### config.mk
export PLATFORM = sky130hd
export DESIGN_NAME = pal_cell_row
export DESIGN_NICKNAME = d
export VERILOG_FILES = /design/src/rtl/pal_cell_pkg.sv /design/src/rtl/pal_cell_decode.sv /design/src/rtl/pal_cell_sum.sv /design/src/rtl/pal_cell_ff.sv /design/src/rtl/pal_cell_fbsel.sv /design/src/rtl/pal_cell.sv /design/src/rtl/pal_cell_row.sv
export SDC_FILE = /design/constraint.sdc
export NUM_CORES = 1
export LEC_CHECK = 0
export CAP_MARGIN = 0
export CORE_MARGIN = 2
export CORE_UTILIZATION = 70
export CTS_BUF_LIST = sky130_fd_sc_hd__clkbuf_8
export DETAILED_ROUTE_END_ITERATION = 10
export DONT_BUFFER_PORTS = 1
export PLACE_DENSITY = 0.89
export SYNTH_ARGS = -nofsm -noshare
export SYNTH_HDL_FRONTEND = slang
export SYNTH_SLANG_ARGS = --single-unit
### constraint.sdc
create_clock -name clk -period 9.7 [get_ports clk]
set_input_delay 1.94 -clock clk [delete_from_list [all_inputs] [get_ports clk]]
set_output_delay 1.94 -clock clk [all_outputs]
set_load 0.1 [all_outputs]
### src/rtl/pal_cell_pkg.sv
package pal_cell_pkg;

   typedef enum logic [2:0] {
      CM_REGOUT  = 3'd0,
      CM_IO_REG  = 3'd1,
      CM_COMBOUT = 3'd2,
      CM_INPUT   = 3'd3,
      CM_IO_NREG = 3'd4,
      CM_BAD     = 3'd5
   } cell_mode_e;

   function automatic logic mode_is_io(input cell_mode_e m);
      return (m == CM_IO_REG) || (m == CM_IO_NREG);
   endfunction

endpackage

### src/rtl/pal_cell_decode.sv
module pal_cell_decode
   import pal_cell_pkg::*;
(
   input  logic       mode_a,
   input  logic       mode_b,
   input  logic       cell_sel,
   output cell_mode_e mode,
   output logic       bad
);
   always_comb begin
      unique case ({mode_a, mode_b, cell_sel})
         3'b010:  mode = CM_REGOUT;
         3'b011:  mode = CM_IO_REG;
         3'b100:  mode = CM_COMBOUT;
         3'b101:  mode = CM_INPUT;
         3'b111:  mode = CM_IO_NREG;
         default: mode = CM_BAD;
      endcase
   end
   assign bad = (mode == CM_BAD);
endmodule

### src/rtl/pal_cell_sum.sv
module pal_cell_sum #(
   parameter int PT_W = 8
) (
   input  logic [PT_W-1:0] pt,
   input  logic            io_mode,
   input  logic            pol,
   output logic            d,
   output logic            oe_term
);
   localparam int LOW_W = PT_W - 1;

   logic or_all;
   logic or_low;
   logic raw;

   always_comb begin
      or_all  = |pt;
      or_low  = |pt[LOW_W-1:0];
      raw     = io_mode ? or_low : or_all;
      d       = raw ^ ~pol;
      oe_term = pt[PT_W-1];
   end
endmodule

### src/rtl/pal_cell_ff.sv
module pal_cell_ff (
   input  logic clk,
   input  logic rst_n,
   input  logic d,
   input  logic pl_en,
   input  logic pl_val,
   output logic q
);
   always_ff @(posedge clk or negedge rst_n) begin
      if (!rst_n)     q <= 1'b0;
      else if (pl_en) q <= pl_val;
      else            q <= d;
   end

   p_preload_r9: assert property (@(posedge clk) disable iff (!rst_n)
      pl_en |=> (q == $past(pl_val)));

   p_capture_r2: assert property (@(posedge clk) disable iff (!rst_n)
      !pl_en |=> (q == $past(d)));
endmodule

### src/rtl/pal_cell_fbsel.sv
module pal_cell_fbsel #(
   parameter bit IS_EDGE      = 1'b0,
   parameter bit QUIET_IN_OUT = 1'b0
) (
   input  logic mode_a,
   input  logic mode_b,
   input  logic cell_sel,
   input  logic bad,
   input  logic q,
   input  logic own_pin,
   input  logic adj_pin,
   input  logic alt_pin,
   output logic fb
);
   logic sel_local;
   logic far_src;

   always_comb begin
      sel_local = IS_EDGE ? ~mode_a : mode_b;
      if (IS_EDGE)                         far_src = alt_pin;
      else if (QUIET_IN_OUT && !cell_sel)  far_src = 1'b0;
      else                                 far_src = adj_pin;
      if (bad)            fb = 1'b0;
      else if (sel_local) fb = cell_sel ? own_pin : q;
      else                fb = far_src;
   end
endmodule

### src/rtl/pal_cell.sv
module pal_cell
   import pal_cell_pkg::*;
#(
   parameter int PT_W         = 8,
   parameter bit IS_EDGE      = 1'b0,
   parameter bit QUIET_IN_OUT = 1'b0
) (
   input  logic            clk,
   input  logic            rst_n,
   input  logic            mode_a,
   input  logic            mode_b,
   input  logic            cell_sel,
   input  logic            pol,
   input  logic [PT_W-1:0] pt,
   input  logic            glb_oe_n,
   input  logic            own_pin,
   input  logic            adj_pin,
   input  logic            alt_pin,
   input  logic            pl_en,
   input  logic            pl_val,
   output logic            pin_out,
   output logic            pin_oe,
   output logic            fb,
   output logic            cfg_err
);
   cell_mode_e mode;
   logic       bad;
   logic       d;
   logic       oe_term;
   logic       q;

   pal_cell_decode u_dec (
      .mode_a(mode_a), .mode_b(mode_b), .cell_sel(cell_sel),
      .mode(mode), .bad(bad)
   );

   pal_cell_sum #(.PT_W(PT_W)) u_sum (
      .pt(pt), .io_mode(mode_is_io(mode)), .pol(pol),
      .d(d), .oe_term(oe_term)
   );

   pal_cell_ff u_ff (
      .clk(clk), .rst_n(rst_n), .d(d), .pl_en(pl_en), .pl_val(pl_val), .q(q)
   );

   pal_cell_fbsel #(.IS_EDGE(IS_EDGE), .QUIET_IN_OUT(QUIET_IN_OUT)) u_fb (
      .mode_a(mode_a), .mode_b(mode_b), .cell_sel(cell_sel), .bad(bad),
      .q(q), .own_pin(own_pin), .adj_pin(adj_pin), .alt_pin(alt_pin), .fb(fb)
   );

   always_comb begin
      pin_out = (mode == CM_REGOUT) ? q : d;
      unique case (mode)
         CM_REGOUT:             pin_oe = ~glb_oe_n;
         CM_IO_REG, CM_IO_NREG: pin_oe = oe_term;
         CM_COMBOUT:            pin_oe = 1'b1;
         default:               pin_oe = 1'b0;
      endcase
      cfg_err = bad;
   end

   p_bad_quiet_r1: assert property (@(posedge clk) disable iff (!rst_n)
      cfg_err |-> (!pin_oe && !fb));

   p_reg_path_r2: assert property (@(posedge clk) disable iff (!rst_n)
      (mode == CM_REGOUT) |-> (pin_out == q && pin_oe == !glb_oe_n));

   p_io_enable_r3: assert property (@(posedge clk) disable iff (!rst_n)
      mode_is_io(mode) |-> (pin_oe == pt[PT_W-1]));

   p_comb_drive_r4: assert property (@(posedge clk) disable iff (!rst_n)
      (mode == CM_COMBOUT) |-> pin_oe);

   p_input_off_r5: assert property (@(posedge clk) disable iff (!rst_n)
      (mode == CM_INPUT) |-> !pin_oe);

   p_pol_zero_r7: assert property (@(posedge clk) disable iff (!rst_n)
      ((mode == CM_COMBOUT) && (pt == '0)) |-> (pin_out == !pol));

   if (IS_EDGE) begin : g_edge_chk
      p_edge_alt_r6: assert property (@(posedge clk) disable iff (!rst_n)
         (mode_a && !cfg_err) |-> (fb == alt_pin));
   end
endmodule

### src/rtl/pal_cell_row.sv
module pal_cell_row #(
   parameter int N_CELLS     = 8,
   parameter int PT_PER_CELL = 8
) (
   input  logic                           clk,
   input  logic                           rst_n,
   input  logic                           mode_a,
   input  logic                           mode_b,
   input  logic [N_CELLS-1:0]             cell_sel,
   input  logic [N_CELLS-1:0]             pol,
   input  logic [N_CELLS*PT_PER_CELL-1:0] pterm,
   input  logic                           oe_pin_n,
   input  logic                           clk_pin_lvl,
   input  logic [N_CELLS-1:0]             pin_in,
   input  logic                           pl_en,
   input  logic [N_CELLS-1:0]             pl_val,
   output logic [N_CELLS-1:0]             pin_out,
   output logic [N_CELLS-1:0]             pin_oe,
   output logic [N_CELLS-1:0]             fb,
   output logic [N_CELLS-1:0]             cfg_err
);
   localparam int MID_LO = N_CELLS/2 - 1;
   localparam int MID_HI = N_CELLS/2;
   localparam int LAST   = N_CELLS - 1;

   initial begin
      if (N_CELLS < 4 || (N_CELLS % 2) != 0)
         $fatal(1, "pal_cell_row: N_CELLS must be even and at least 4");
      if (PT_PER_CELL < 2)
         $fatal(1, "pal_cell_row: PT_PER_CELL must be at least 2");
   end

   for (genvar i = 0; i < N_CELLS; i++) begin : g_cell
      logic adj;
      logic alt;

      if (i <= MID_LO) begin : g_up
         assign adj = pin_in[i+1];
      end else begin : g_dn
         assign adj = pin_in[i-1];
      end

      if (i == 0) begin : g_alt_oe
         assign alt = oe_pin_n;
      end else if (i == LAST) begin : g_alt_ck
         assign alt = clk_pin_lvl;
      end else begin : g_alt_none
         assign alt = 1'b0;
      end

      pal_cell #(
         .PT_W        (PT_PER_CELL),
         .IS_EDGE     ((i == 0) || (i == LAST)),
         .QUIET_IN_OUT((i == MID_LO) || (i == MID_HI))
      ) u_cell (
         .clk     (clk),
         .rst_n   (rst_n),
         .mode_a  (mode_a),
         .mode_b  (mode_b),
         .cell_sel(cell_sel[i]),
         .pol     (pol[i]),
         .pt      (pterm[i*PT_PER_CELL +: PT_PER_CELL]),
         .glb_oe_n(oe_pin_n),
         .own_pin (pin_in[i]),
         .adj_pin (adj),
         .alt_pin (alt),
         .pl_en   (pl_en),
         .pl_val  (pl_val[i]),
         .pin_out (pin_out[i]),
         .pin_oe  (pin_oe[i]),
         .fb      (fb[i]),
         .cfg_err (cfg_err[i])
      );
   end
endmodule

==> results.yml <==
run_status:
  status: "complete, no violations"
final_layout:
  top_register: "g_cell.u_cell.u_ff.q"
  final_cell_mix: "mux2_2, nand2_1, nand3_1"
  layout_commonest_cell: "mux2_2"
  final_core_util: 0.6733
  n_antenna_cell: 0
  nNetsFinal: 289
  top_regs: "g_cell.u_cell.u_ff.q (8)"
  area_delta_synth_final_pct: -7.944
  drive_gt1_frac: 0.3169
  largest_reg_flops: 8
power_and_ir_drop:
  p_leak_nw: 0.5975
  peakVddDrop_mv: 0.1239
  p_per_area_nw_per_um2: 157.6
cts:
  clk_pin_slew_ns: 0.05
  ctsHoldBuffers: 0
  clockBufferDepth: 2
  cts_sinks: 8
  cts_setup_buffers: 0
  clockRootBuffer: "clkbuf_8"
  cts_tree: "yes"
  cts.repair.resized: 0
  h-tree-depth: 1
  cts_made_buffers: 3
sta:
  final.setup.tns_ns: 0
  finalSetupViolCount: 0
  fin_crit_ns: 6.527
  drv_slew: 0
  rsz0062_at_grt: "no"
  fmax_mhz: 153.2
  final_hold_viol_count: 0
  period_share: 0.6729
  slew-limit-headroom: 0.2155
  worstMarginPinSlew_ns: 1.176
global_routing:
  overflow: 0
  antenna_found_initial: 0
  grtUsageTotal: 0.3085
  grt_max_degree: 28
  grt_pass1_vias: 1508
  grt_pass1_wl_um: 6637
routing:
  drt_iter0_drc: 36
  via_per_inst: 7.178
  num_vias: 1529
  wl_per_cell_um: 22.34
  first_pass_iters: 4
  route.detailed.drc: 0
  drt_wl_total_um: 4759
  ant_nets: 0
yosys:
  syn_avg_cell_area_um2: 8.088
  syn-cell-area_um2: 1795
  synthesis.nets: 326
  yosys.cell_types.count: 33
  synth-seq-cells: 8
  synthCells: 222
  yosys_warnings: 0
  yosysSeqAreaShare: 0.1115
worst_setup_path:
  critPathArrivalTime_ns: 4.59
  crit_chain: "inv_1, ha_1, nand2_1, nor2_2, nor2_2"
  critical_path.slowest_cell: "nor2_2"
  worst-path-buf-inv: 1
  worstPathRequired_ns: 7.76
  worst_path_most_repeated_cell: "nor2_2"
  critPathTopFamily: "simple AND/OR/NAND/NOR gates"
  end_kind: "output port"
  path_max_fanout: 27
  crit_type: "input pin to output port"
  slowest_delay_ns: 0.97
  critPathLaunchType: "input pin"
hold_path:
  hold_path.class: "input pin to asynchronous set/reset pin"
floorplanning:
  dieWidth_um: 54.65
  num_io_pins: 135
  core_um2: 2455
  die_y_um: 54.65
  core.rowCount: 18
  die-area_um2: 2986
  initial_core_util: 0.7314
place:
  routabilityCongestion: 0.7755
  dpl.hpwl_um: 3759
  port_buffers: 0
job:
  drv_cap: 0
## routing by layer
| metal | wire length (um) | vias up | global-route usage |
|---|---|---|---|
| met5 | 0 | - | 0 |
| met4 | 72 | 0 | 0.1375 |
| met3 | 477 | 10 | 0.09290 |
| met2 | 2633 | 98 | 0.5456 |
| met1 | 1575 | 732 | 0.3339 |
| li1 | - | 689 | - |
## worst max path at each step
stage,cells past startpoint,end,start
floorplan,12,pin_out[0],mode_b
global placement,5,fb[7],mode_b
detailed placement,5,fb[7],mode_b
CTS,5,fb[7],mode_b
global route,5,fb[0],mode_b
finish,5,fb[7],mode_b
## where the power goes
group	internal (mW)	leakage (nW)	switching (mW)
clock	0.0271	0.0216	0.0156
sequential	0.0361	0.0932	0.00167
combinational	0.0327	0.483	0.147
## cell usage after synthesis
library cell  count  share of area
clkbuf_1          3         0.0063
or3_4             6          0.038
buf_4            32           0.13
o21ai_0           1         0.0028
a21oi_1           4          0.011
a41oi_2           7          0.063
nor4_1            8          0.028
or2_4             1         0.0049
buf_2             3         0.0084
nor3b_2           1         0.0070
nor3_1            9          0.025
ha_1              1         0.0070
xnor2_1           8          0.039
xor2_1            7          0.034
buf_1             1         0.0021
nand3b_1          1         0.0042
or3_1             1         0.0035
mux2_2           23           0.14
a22o_1            7          0.034
mux2i_1          14          0.078
buf_6             2          0.013
and3b_1           1         0.0049
nor2b_1           7          0.024
a31oi_1           1         0.0035
o22ai_1           2         0.0070
nor2_1           20          0.042
nand2_1          20          0.042
a211oi_1          4          0.017
dfrtp_1           8           0.11
nand3_1          15          0.042
a22oi_1           1         0.0042
buf_12            1          0.011
inv_1             2         0.0042
## kinds of logic after synthesis
| kind of cell | after synthesis | share of synthesized area |
|---|---|---|
| buf+inv | 44 | 0.1784 |
| xor+xnor | 15 | 0.07317 |
| simple gates | 90 | 0.2648 |
| mux | 37 | 0.2223 |
| fa+ha+maj | 1 | 0.006968 |
| flops | 8 | 0.1115 |
| compound gates | 27 | 0.1429 |
## through the flow
step           cell area [um2]  setup WS, ns  power [mW]  hold WS [ns]  instances
6_report                  1653         3.173      0.2605         1.395        213
5_1_grt                   1653         3.055      0.2682         1.393        213
3_5_place_dp              1612         3.204      0.2174         1.645        210
4_1_cts                   1653         3.196      0.2598         1.397        213
3_3_place_gp              1612         3.244      0.2144         1.645        210
2_1_floorplan             1795         3.797      0.2252         1.644        222
## final cells by class
type                            count  area (um2)
Sequential cell                     8       200.2
Multi-Input combinational cell    170        1366
Fill cell                         213       802.0
Tap cell                           30       37.54
Clock buffer                        3       41.29
Inverter                            2       7.507
Power figures use the tool's default switching activity.
